<file path="src/rtl/pswd_pkg.sv">
package pswd_pkg;

    // Prescaler modulus currently selected
    typedef enum logic {
        MOD_BASE = 1'b0,
        MOD_PLUS = 1'b1
    } mod_sel_e;

    // Registered outputs of the top level
    typedef struct packed {
        logic     fp;
        mod_sel_e msel;
        logic     pout;
    } mon_t;

endpackage

</file>
<file path="src/rtl/pswd_prescaler.sv">
module pswd_prescaler #(
    parameter int PRE_BASE = 10
) (
    input  logic clk,
    input  logic rst_n,
    input  logic run,
    input  logic bypass,
    input  logic mod_plus,
    output logic pre_end
);
    localparam int CW = $clog2(PRE_BASE + 1);

    typedef struct packed {
        logic [CW-1:0] cnt;
    } pre_st_t;

    pre_st_t st_d, st_q;
    logic [CW-1:0] last_cnt;

    always_comb begin
        st_d     = st_q;
        last_cnt = mod_plus ? CW'(PRE_BASE) : CW'(PRE_BASE - 1);
        pre_end  = run & (bypass | (st_q.cnt == last_cnt));
        if (!run || bypass || pre_end)
            st_d.cnt = '0;
        else
            st_d.cnt = st_q.cnt + 1'b1;
    end

    always_ff @(posedge clk or negedge rst_n) begin
        if (!rst_n) st_q <= '0;
        else        st_q <= st_d;
    end

    // the counter never passes the divide-by-11 terminal value
    a_r3_cnt_bound: assert property (@(posedge clk) disable iff (!rst_n)
        st_q.cnt <= CW'(PRE_BASE));

    // the prescaler counter stays idle while bypassed
    a_r4_bypass_idle: assert property (@(posedge clk) disable iff (!rst_n)
        (run && bypass) |=> (st_q.cnt == '0));

endmodule

</file>
<file path="src/rtl/pswd_swallow.sv">
module pswd_swallow #(
    parameter int M_W  = 9,
    parameter int A_W  = 4,
    parameter int MD_W = 7
) (
    input  logic           clk,
    input  logic           rst_n,
    input  logic [M_W-1:0] m_in,
    input  logic [A_W-1:0] a_in,
    input  logic           bypass_in,
    input  logic           direct_in,
    input  logic           pre_end,
    output logic           run,
    output logic           bypass,
    output logic           mod_plus,
    output logic           period_end
);
    localparam logic [M_W-1:0] DIRECT_MASK = M_W'((1 << MD_W) - 1);

    typedef struct packed {
        logic           run;
        logic           byp;
        logic [M_W-1:0] m;
        logic [A_W-1:0] a;
        logic [M_W-1:0] mc;
        logic [A_W-1:0] ac;
    } sw_st_t;

    sw_st_t st_d, st_q;
    logic [M_W-1:0] m_eff;
    logic [A_W-1:0] a_eff;

    always_comb begin
        st_d       = st_q;
        m_eff      = direct_in ? (m_in & DIRECT_MASK) : m_in;
        a_eff      = bypass_in ? '0 : a_in;
        mod_plus   = st_q.run & ~st_q.byp & (st_q.ac != '0);
        period_end = st_q.run & pre_end & (st_q.mc == st_q.m);

        if (!st_q.run || period_end) begin
            st_d.run = 1'b1;
            st_d.byp = bypass_in;
            st_d.m   = m_eff;
            st_d.a   = a_eff;
            st_d.mc  = '0;
            st_d.ac  = a_eff;
        end else if (pre_end) begin
            st_d.mc = st_q.mc + 1'b1;
            if (st_q.ac != '0)
                st_d.ac = st_q.ac - 1'b1;
        end
    end

    always_ff @(posedge clk or negedge rst_n) begin
        if (!rst_n) st_q <= '0;
        else        st_q <= st_d;
    end

    assign run    = st_q.run;
    assign bypass = st_q.byp;

    // captured settings hold for the whole period
    a_r7_cfg_hold: assert property (@(posedge clk) disable iff (!rst_n)
        (st_q.run && !period_end) |=> ($stable(st_q.m) && $stable(st_q.a) && $stable(st_q.byp)));

    // main count never runs past the captured M
    a_r2_mc_bound: assert property (@(posedge clk) disable iff (!rst_n)
        st_q.run |-> (st_q.mc <= st_q.m));

    // swallow count never exceeds the captured A
    a_r3_ac_bound: assert property (@(posedge clk) disable iff (!rst_n)
        st_q.ac <= st_q.a);

    // no swallowing in bypass
    a_r4_no_swallow: assert property (@(posedge clk) disable iff (!rst_n)
        st_q.byp |-> (st_q.ac == '0));

endmodule

</file>
<file path="src/rtl/pswallow_divider.sv">
module pswallow_divider
    import pswd_pkg::*;
#(
    parameter int M_W      = 9,
    parameter int A_W      = 4,
    parameter int MD_W     = 7,
    parameter int PRE_BASE = 10
) (
    input  logic           clk,
    input  logic           rst_n,
    input  logic [M_W-1:0] m_val,
    input  logic [A_W-1:0] a_val,
    input  logic           presc_en_n,
    input  logic           direct_mode,
    output logic           fp_pulse,
    output logic           msel_mon,
    output logic           presc_mon
);
    logic run_w, byp_w, mod_plus_w, pre_end_w, period_end_w;

    pswd_prescaler #(.PRE_BASE(PRE_BASE)) u_pre (
        .clk      (clk),
        .rst_n    (rst_n),
        .run      (run_w),
        .bypass   (byp_w),
        .mod_plus (mod_plus_w),
        .pre_end  (pre_end_w)
    );

    pswd_swallow #(.M_W(M_W), .A_W(A_W), .MD_W(MD_W)) u_sw (
        .clk        (clk),
        .rst_n      (rst_n),
        .m_in       (m_val),
        .a_in       (a_val),
        .bypass_in  (presc_en_n),
        .direct_in  (direct_mode),
        .pre_end    (pre_end_w),
        .run        (run_w),
        .bypass     (byp_w),
        .mod_plus   (mod_plus_w),
        .period_end (period_end_w)
    );

    mon_t mon_d, mon_q;

    always_comb begin
        mon_d      = mon_q;
        mon_d.fp   = period_end_w;
        mon_d.msel = mod_plus_w ? MOD_PLUS : MOD_BASE;
        mon_d.pout = pre_end_w;
    end

    always_ff @(posedge clk or negedge rst_n) begin
        if (!rst_n) mon_q <= '0;
        else        mon_q <= mon_d;
    end

    assign fp_pulse  = mon_q.fp;
    assign msel_mon  = (mon_q.msel == MOD_PLUS);
    assign presc_mon = mon_q.pout;

    // the output pulse is one cycle wide
    a_r8_fp_one_wide: assert property (@(posedge clk) disable iff (!rst_n)
        fp_pulse |=> !fp_pulse);

    // every period end is also a prescaler cycle end
    a_r9_fp_with_pout: assert property (@(posedge clk) disable iff (!rst_n)
        fp_pulse |-> presc_mon);

    // bypass keeps modulus select low
    a_r4_msel_low: assert property (@(posedge clk) disable iff (!rst_n)
        byp_w |=> !msel_mon);

endmodule

</file>
<file path="config.mk">
export PLATFORM = sky130hd
export DESIGN_NAME = pswallow_divider
export DESIGN_NICKNAME = d
export VERILOG_FILES = /design/src/rtl/pswd_pkg.sv /design/src/rtl/pswd_prescaler.sv /design/src/rtl/pswd_swallow.sv /design/src/rtl/pswallow_divider.sv
export SDC_FILE = /design/constraint.sdc
export NUM_CORES = 1
export LEC_CHECK = 0
export BUFFER_PORTS_ARGS = -buffer_cell sky130_fd_sc_hd__buf_2
export CAP_MARGIN = 0
export CORE_MARGIN = 1
export CORE_UTILIZATION = 51
export CTS_CLUSTER_SIZE = 16
export DETAILED_ROUTE_END_ITERATION = 12
export HOLD_SLACK_MARGIN = 0.12
export PLACE_DENSITY = 0.75
export SYNTH_ARGS = -nofsm -noshare
export SYNTH_HDL_FRONTEND = slang
export SYNTH_HIERARCHICAL = 1
export SYNTH_SLANG_ARGS = --single-unit
</file>
<file path="constraint.sdc">
create_clock -name clk -period 3 [get_ports clk]
set_clock_uncertainty 0.15 [all_clocks]
set_input_delay 0.3 -clock clk [delete_from_list [all_inputs] [get_ports clk]]
set_output_delay 0.3 -clock clk [all_outputs]
set_load 0.01 [all_outputs]
</file>
==> results of run 1 <==
[routing by layer]
metal | up-vias | routed length, um
li1 | 542 | -
met1 | 560 | 1220
met3 | 8 | 83
met4 | 0 | 61
met5 | - | 0
met2 | 21 | 1540
[flip-flops by register name, indices dropped and copies added (netlist names)]
name / cells
presc_mon: 1
u_sw/bypass: 1
msel_mon: 1
u_sw/st_q: 22
fp_pulse: 1
u_sw/run: 1
u_pre/st_q: 4
[synthesized netlist by cell type (2+ instances only)]
master / count / area share [%]
a21oi_1: 3 / 0.98
dfrtp_1: 31 / 50
ha_1: 3 / 2.4
inv_1: 6 / 1.5
mux2_2: 11 / 8.1
mux2i_1: 5 / 3.3
nand2_1: 6 / 1.5
nand2b_1: 5 / 2.0
nand3_1: 3 / 0.98
nand4_1: 4 / 1.6
nor2_1: 11 / 2.7
nor2b_1: 3 / 1.2
nor3_1: 5 / 1.6
nor3b_1: 4 / 2.0
o311ai_0: 2 / 1.1
xnor2_1: 15 / 8.5
xor2_1: 4 / 2.3
[kinds of logic (layout without fill, tap and decap cells)]
group | Yosys count | count (layout) | synth area share (%)
AOI/OAI and AO/OA | 9 | 9 | 5.45
xor gates and xnor gates | 19 | 19 | 10.8
and+or+nand+nor | 46 | 46 | 16.3
other | 1 | 1 | 0.244
adders and majority gates | 3 | 3 | 2.44
DFF | 31 | 31 | 50.4
muxes | 16 | 16 | 11.3
buffers and inverters | 9 | 52 | 3.01
[power groups by stage]
stage	Sequential, mW	Clock (mW)	Combinational, mW
after CTS	0.472	0.289	0.153
after detailed placement	0.481	0	0.141
after global routing	0.480	0.300	0.181
after floorplan	0.476	0	0.0923
final	0.474	0.275	0.161
after global placement	0.479	0	0.135
[critical path: cells and delay by family (launching register included)]
kind,cells,cell delay (ps)
compound gates,3,630
fa+ha+maj,1,170
buf+inv,3,360
flops,1,380
mux,1,340
simple gates,3,690
[what timing repair did]
item / CTS / global route
setup endpoints to repair: 5 / 13
pin swaps: 1 / 0
cloned: 0 / 0
hold buffers: 12 / 0
endpoints found under the hold margin: 42 / 0
resized for setup: 0 / 5
[area by class of cell]
class	count	area, um^2
clock buffers	8	68.8
inverters	6	22.5
repair buffers	38	284
fillers	228	878
multi-input cells	94	737
flip-flops and latches	31	776
well taps	31	38.8
[path summary, 6_finish.rpt]
check / end / cells past startpoint / slack (ps) / from
setup / recovery: u_sw/st_q[19]$_DFFE_PN0P_ / 11 / 160 / u_sw/st_q[0]$_DFFE_PN0P_
hold / removal: u_sw/st_q[25]$_DFFE_PN0P_ / 3 / 170 / m_val[8]
setup reg to reg: u_sw/st_q[19]$_DFFE_PN0P_ / 11 / 160 / u_sw/st_q[0]$_DFFE_PN0P_
hold reg to reg: u_sw/st_q[21]$_DFFE_PN0P_ / 1 / 390 / u_sw/st_q[21]$_DFFE_PN0P_
max in group asynchronous: u_sw/st_q[0]$_DFFE_PN0P_ / 2 / 1900 / rst_n
min in group asynchronous: u_sw/st_q[24]$_DFFE_PN0P_ / 2 / 380 / rst_n
[stage by stage]
step | total power, mW | instances
after floorplan | 0.568 | 134
after global placement | 0.614 | 188
after detailed placement | 0.621 | 188
after CTS | 0.914 | 208
after global routing | 0.961 | 208
final | 0.911 | 208
==> metrics, run 1 <==
outcome finished, violations left; failing checks design-rule violations; hold slack 172 ps; CP dominant cell by count inv_1; Core ar. 2810 um^2; gpl congestion 0.844; f_max 352 MHz; Setup TNS Final 0 ps; met1 Usage GRT 26.1%; Hold WC Path Type input pin to flop; Hold Fails Final Rpt 0; Cells after Synth 134; n_diodes 0; total congestion overflow 0; max_cap viols 0; drt via density 5.44; clock network power share 30.2%; initial core utilization 54.8%; drt first pass iters 8; Ports 20; Post-DP HPWL 2010 um; RSZ-0062 raised after global routing no; DRC errors left 2; clk_lat worst skew 330 ps; Worst-path clk slew 90 ps; Arr. time, crit path 2910 ps; CP peak stage delay 390 ps; Synth Net Count 154; post-synthesis sequential area ratio 50.4%; Final min period 2840 ps; vias post-DR 1131; PD cells 473 nW/um^2; Critical Path RT 3070 ps; layout cells sized above 1 28.8%; leading cell type in the layout, fill and taps excluded dfrtp_1; Pleak 0.854 nW; Routed WL 2910 um; Worst-Margin Slew 653 ps; cells along the critical path inv_1 > ha_1 > nor3b_4 > nor3b_2 > or3b_1 > a21oi_2 > o21a_1 > inv_1 > o41ai_4 > buf_6 > mux2_2; Final ANT Viol Nets 0; first-pass GRT wire length 5110 um; Max IR drop VDD 0.000308 V; Internal 0.675 mW; number of global-route vias before repair 1186; CP max stage cell or3b_1; largest fanout on the critical path 7; CTS tree built; final instance area 1930 um^2; final worst slack 155 ps; Post-DP Area 1710 um^2; GR Layer Usage met3 5.30%; Yosys warning total 6; Post-Syn Area 1540 um^2; total net switching power 0.235 mW; combinational share of power 17.7%; Main synth FF type dfrtp_1; Rel. slew slack 56.5%; Die ar. 3240 um^2; commonest cells after routing, fill and taps aside dfrtp_1, buf_2, xnor2_1, dlygate4sd3_1; post-synthesis cell type count 30; input/output buffers 19; FFs w/ async S/R, synth 100%; Startpoint Class flop; # rows 19; postcts setup bufs 0; nets 196; sw frac 25.9%; CTS HTree Levels 2; post-synthesis register bit count 31; wire length per cell 14.0 um; Total Routing Usage GR 21.2%; largest net degree at the start of global routing 32; CTS max path bufs 2; die width 56.9 um; crit end category flop; Flop pwr share 52.1%; Setup WS pre-CTS -12.2 ps; M2 GR Usage 34.1%; area growth from synthesis to layout 25.3%; initial antenna violation count 0; clk root buf clkbuf_4; busiest layer in global routing met2; die height 56.9 um; period utilisation layout 94.8%; CTS Sinks 31; syn_area_per_cell 11.5 um^2; Finish-stage setup viols 0; Util after Layout 68.7%; Starting DRT DRC Count 38; cts bufs inserted 5; final max-slew violation count 0; critical path type flop to flop; EDFF count, synth 0
Power figures use the tool's default switching activity.
==> inputs of run 2 (changes only) <==
Settings changed: CORE_UTILIZATION 51 to 60, PLACE_DENSITY 0.75 to 0.82.
Clock period 3 ns to 3.4 ns, I/O delays scaled along.
==> metrics, run 2 (same netlist as run 1, synthesis figures left out) <==
first-pass GRT wire length 4690 um (-8.2%); Die ar. 2770 um^2 (-14%); Setup TNS Final 0 ps (unchanged); Max IR drop VDD 0.000398 V (+29%); Total Routing Usage GR 25.0% (+3.8 points); Finish-stage setup viols 0 (unchanged); Critical Path RT 3460 ps (+390 ps); commonest cells after routing, fill and taps aside dfrtp_1, buf_2, xnor2_1, mux2_2, nor2_1; largest net degree at the start of global routing 32 (unchanged); final max-slew violation count 0 (unchanged); period utilisation layout 92.2% (-2.6 points); Top delay family on crit path compound AO/OA/AOI/OAI gates; drt via density 5.35 (-1.6%); CTS Sinks 31 (unchanged); Hold Fails Final Rpt 0 (unchanged); Setup WS pre-CTS 189 ps (+202 ps); Util after Layout 79.4% (+11 points); Worst-path clk slew 90 ps (about the same); clk_lat worst skew 330 ps (about the same); area growth from synthesis to layout 19.7%; Core ar. 2320 um^2 (-17%); cts bufs inserted 5 (unchanged); RSZ-0062 raised after global routing no; # rows 17 (-2); n_diodes 0 (unchanged); Startpoint Class flop; CTS HTree Levels 2 (unchanged); drt first pass iters 3 (-5); Arr. time, crit path 3200 ps (+290 ps); CTS max path bufs 2 (unchanged); Top Registers u_sw/st_q (22), u_pre/st_q (4); gpl congestion 0.771 (-8.6%); crit end category flop; Post-DP Area 1670 um^2 (-2.7%); vias post-DR 1065 (-5.8%); Rel. slew slack 56.2% (-0.27 points); die width 52.6 um (-7.5%); Final min period 3130 ps (+289 ps); PD cells 425 nW/um^2 (-10%); input/output buffers 19 (unchanged); f_max 319 MHz (-9.2%); number of global-route vias before repair 1083 (-8.7%); die height 52.6 um (-7.5%); largest fanout on the critical path 11 (+4); worst path bufs/invs 3 (unchanged); initial antenna violation count 0 (unchanged); total congestion overflow 0 (unchanged); Final ANT Viol Nets 0 (unchanged); layout cells sized above 1 26.3% (-2.5 points); final worst slack 266 ps (+111 ps); Top reg by flops u_sw/st_q; max_cap viols 0 (unchanged); nets 190 (-3.1%); postcts setup bufs 0 (unchanged); max reg flops 22 (unchanged); wire length per cell 13.6 um (-2.6%); CTS tree built; critical path type flop to flop; CP peak stage delay 440 ps (+50 ps); cells along the critical path inv_1 > ha_1 > nor3b_2 > nor3b_1 > nand3b_1 > a21oi_2 > o21a_1 > inv_1 > o41ai_4 > buf_4 > mux2_2; CP max stage cell nor3b_1; leading cell type in the layout, fill and taps excluded dfrtp_1; Starting DRT DRC Count 18 (-53%); clk root buf clkbuf_4; Routed WL 2710 um (-6.8%); Worst-Margin Slew 657 ps (+4.00 ps); final instance area 1840 um^2 (-4.5%); Ports 20 (unchanged); outcome finished clean; Pleak 0.814 nW (-4.7%); Hold WC Path Type input pin to flop; initial core utilization 66.3% (+12 points); DRC errors left 0 (-2); CP dominant cell by count inv_1
-- run 2: worst reg2reg max path, cell delays in order (launching register included) --
cell	delay [ps]
dfrtp_1	350
inv_1	60
ha_1	220
nor3b_2	170
nor3b_1	440
nand3b_1	160
a21oi_2	210
o21a_1	210
inv_1	90
o41ai_4	360
buf_4	240
mux2_2	360
-- run 2: routing by layer --
metal | GRT usage [%] | vias to the layer above | routed length, um
met5 | 0 | - | 0
met4 | 10.5 | 0 | 46
met3 | 8.70 | 6 | 116
met2 | 41.4 | 23 | 1310
met1 | 29.1 | 505 | 1240
li1 | - | 531 | -
-- run 2: layout make-up --
class | count | area [um^2]
Fill cell | 160 | 478
Tap cell | 28 | 35.0
Multi-Input combinational cell | 94 | 721
Sequential cell | 31 | 776
Inverter | 6 | 22.5
Clock buffer | 8 | 68.8
Timing Repair Buffer | 32 | 218
-- run 2: worst paths after layout --
kind / endpoint / cells past startpoint / startpoint / slack (ps)
max reg2reg: u_sw/st_q[19]$_DFFE_PN0P_ / 11 / u_sw/st_q[0]$_DFFE_PN0P_ / 270
min reg2reg: u_sw/st_q[21]$_DFFE_PN0P_ / 1 / u_sw/st_q[21]$_DFFE_PN0P_ / 390
max: u_sw/st_q[19]$_DFFE_PN0P_ / 11 / u_sw/st_q[0]$_DFFE_PN0P_ / 270
min in group asynchronous: u_sw/st_q[18]$_DFFE_PN0P_ / 2 / rst_n / 410
max in group asynchronous: u_sw/st_q[0]$_DFFE_PN0P_ / 2 / rst_n / 2260
min: u_sw/st_q[2]$_DFFE_PN0P_ / 3 / a_val[2] / 140
-- run 2: stage by stage --
stage | hold slack (ps) | std cells | power (mW)
after CTS | 122 | 199 | 0.790
after floorplan | -106 | 134 | 0.501
final | 138 | 199 | 0.783
after global routing | 136 | 199 | 0.821
after global placement | 256 | 181 | 0.532
after detailed placement | 264 | 181 | 0.541
-- run 2: what timing repair did --
item,in CTS,in global routing
hold buffers,10,0
hold endpoints to repair,40,0
resized for setup,0,1
setup endpoints to repair,0,11
-- run 2: where the power goes --
part | internal [mW] | switching, mW
Sequential | 0.395 | 0.0222
Clock | 0.122 | 0.118
Combinational | 0.0676 | 0.0587
Total | 0.584 | 0.199
==> inputs of run 3 (changes only) <==
Settings changed: CORE_UTILIZATION 60 to 44, PLACE_DENSITY 0.82 to default.
==> metrics, run 3 (same netlist as run 1, synthesis figures left out) <==
R2R depth 12 (+1); Final min period 3170 ps (+40.6 ps); Ports 20 (unchanged); Startpoint Class flop; Routed WL 2650 um (-2.3%); area growth from synthesis to layout 21.5%; DRC errors left 0 (unchanged); Max IR drop VDD 0.000270 V (-32%); Core ar. 3340 um^2 (+44%); wire length per cell 12.1 um (-11%); Hold Fails Final Rpt 0 (unchanged); input/output buffers 19 (unchanged); die width 61.1 um (+16%); commonest cells after routing, fill and taps aside dfrtp_1, buf_2, xnor2_1; final worst slack 225 ps (-40.6 ps); Post-DP HPWL 1860 um; Critical Path RT 3510 ps (+50 ps); Top Registers u_sw/st_q (22), u_pre/st_q (4); n_diodes 0 (unchanged); Setup TNS Final 0 ps (unchanged); Top reg by flops u_sw/st_q; Total Routing Usage GR 17.7% (-7.3 points); Worst-path clk slew 100 ps (about the same); drt via density 4.77 (-11%); die height 61.1 um (+16%); initial antenna violation count 0 (unchanged); gpl congestion 0.793 (+2.9%); drt first pass iters 4 (+1); period utilisation layout 93.4% (+1.2 points); f_max 315 MHz (-1.3%); Util after Layout 56.0% (-23 points); hold slack 150 ps (+11.9 ps); CTS max path bufs 2 (unchanged); outcome finished clean; # rows 21 (+4); initial core utilization 46.1% (-20 points); Setup WS pre-CTS 247 ps (+57.6 ps); fill cell count 295 (+84%); CTS Sinks 31 (unchanged); nets 191 (+0.53%); clk_lat worst skew 330 ps (about the same); clk root buf clkbuf_4; Hold WC Path Type input pin to flop; Arr. time, crit path 3280 ps (+80 ps); hold path depth 2 (-1); layout cells sized above 1 25.6% (-0.73 points); Die ar. 3740 um^2 (+35%); final max-slew violation count 0 (unchanged); Rel. slew slack 55.0% (-1.2 points); CTS HTree Levels 2 (unchanged); largest net degree at the start of global routing 32 (unchanged); Pleak 0.816 nW (+0.19%); PnR Total Power 0.785 mW (+0.28%); Final ANT Viol Nets 0 (unchanged); Starting DRT DRC Count 38 (+20); largest fanout on the critical path 11 (unchanged); CTS tree built; leading cell type in the layout, fill and taps excluded dfrtp_1; total congestion overflow 0 (unchanged); number of global-route vias before repair 1066 (-1.6%); postcts setup bufs 0 (unchanged); PD cells 420 nW/um^2 (-1.2%); Worst-Margin Slew 675 ps (+18.5 ps); max_cap viols 0 (unchanged); crit end category flop; RSZ-0062 raised after global routing no; vias post-DR 1039 (-2.4%); first-pass GRT wire length 4620 um (-1.5%); max reg flops 22 (unchanged); cts bufs inserted 5 (unchanged); critical path type flop to flop; Finish-stage setup viols 0 (unchanged)
[run 3: cell count changes in the layout (fill, tap and decap cells not counted), sizes merged]
cell | before | now
dlygate4sd3 | 10 | 11
[run 3: path summary, 6_finish.rpt]
path | start | to | slack [ps]
hold / removal | presc_en_n | u_sw/bypass$_DFFE_PN0P_ | 150
setup reg to reg | u_sw/st_q[0]$_DFFE_PN0P_ | u_sw/st_q[3]$_DFFE_PN0P_ | 230
hold reg to reg | u_sw/st_q[21]$_DFFE_PN0P_ | u_sw/st_q[21]$_DFFE_PN0P_ | 390
min in group asynchronous | rst_n | u_sw/st_q[2]$_DFFE_PN0P_ | 420
setup / recovery | u_sw/st_q[0]$_DFFE_PN0P_ | u_sw/st_q[3]$_DFFE_PN0P_ | 230
max in group asynchronous | rst_n | u_sw/st_q[19]$_DFFE_PN0P_ | 2230
[run 3: area by class of cell]
type / instances / area [um^2] / share of cell area, %
inverter: 6 / 22.5 / 1.21
tap: 46 / 57.6 / 3.08
clock buffer: 8 / 68.8 / 3.68
timing repair buffer: 33 / 228 / 12.2
multi-input combinational: 94 / 716 / 38.3
sequential: 31 / 776 / 41.5
[run 3: timing repair]
item                                   CTS  global route
hold buffers                            11             0
endpoints found under the hold margin   41             0
resized for setup                        0             0
[run 3: metal layers]
layer | wire length, um | global-route usage, %
met5 | 0 | 0
met4 | 33 | 9.74
met3 | 62 | 4.41
met2 | 1300 | 29.2
met1 | 1250 | 21.3
[run 3: stage by stage]
step / cell area [um^2] / instances
2_1_floorplan: 1540 / 134
5_1_grt: 1870 / 218
4_1_cts: 1870 / 218
3_3_place_gp: 1690 / 199
6_report: 1870 / 218
3_5_place_dp: 1690 / 199
[run 3: critical path, cell delays in order, from the launching register on]
cell and delay (ps):
dfrtp_1 400, inv_1 90, ha_1 180, nor3b_1 260
nor3b_1 140, or3b_1 410, a21oi_2 210, o21a_1 150
buf_4 180, or4b_2 620, nor3_1 160, a21oi_1 60
mux2i_1 120
[run 3: where the power goes]
| part | total (mW) | internal [mW] | switching (mW) |
|---|---|---|---|
| sequential | 0.416 | 0.395 | 0.0216 |
| clock | 0.246 | 0.122 | 0.124 |
| combinational | 0.123 | 0.0669 | 0.0558 |
| total | 0.785 | 0.583 | 0.202 |
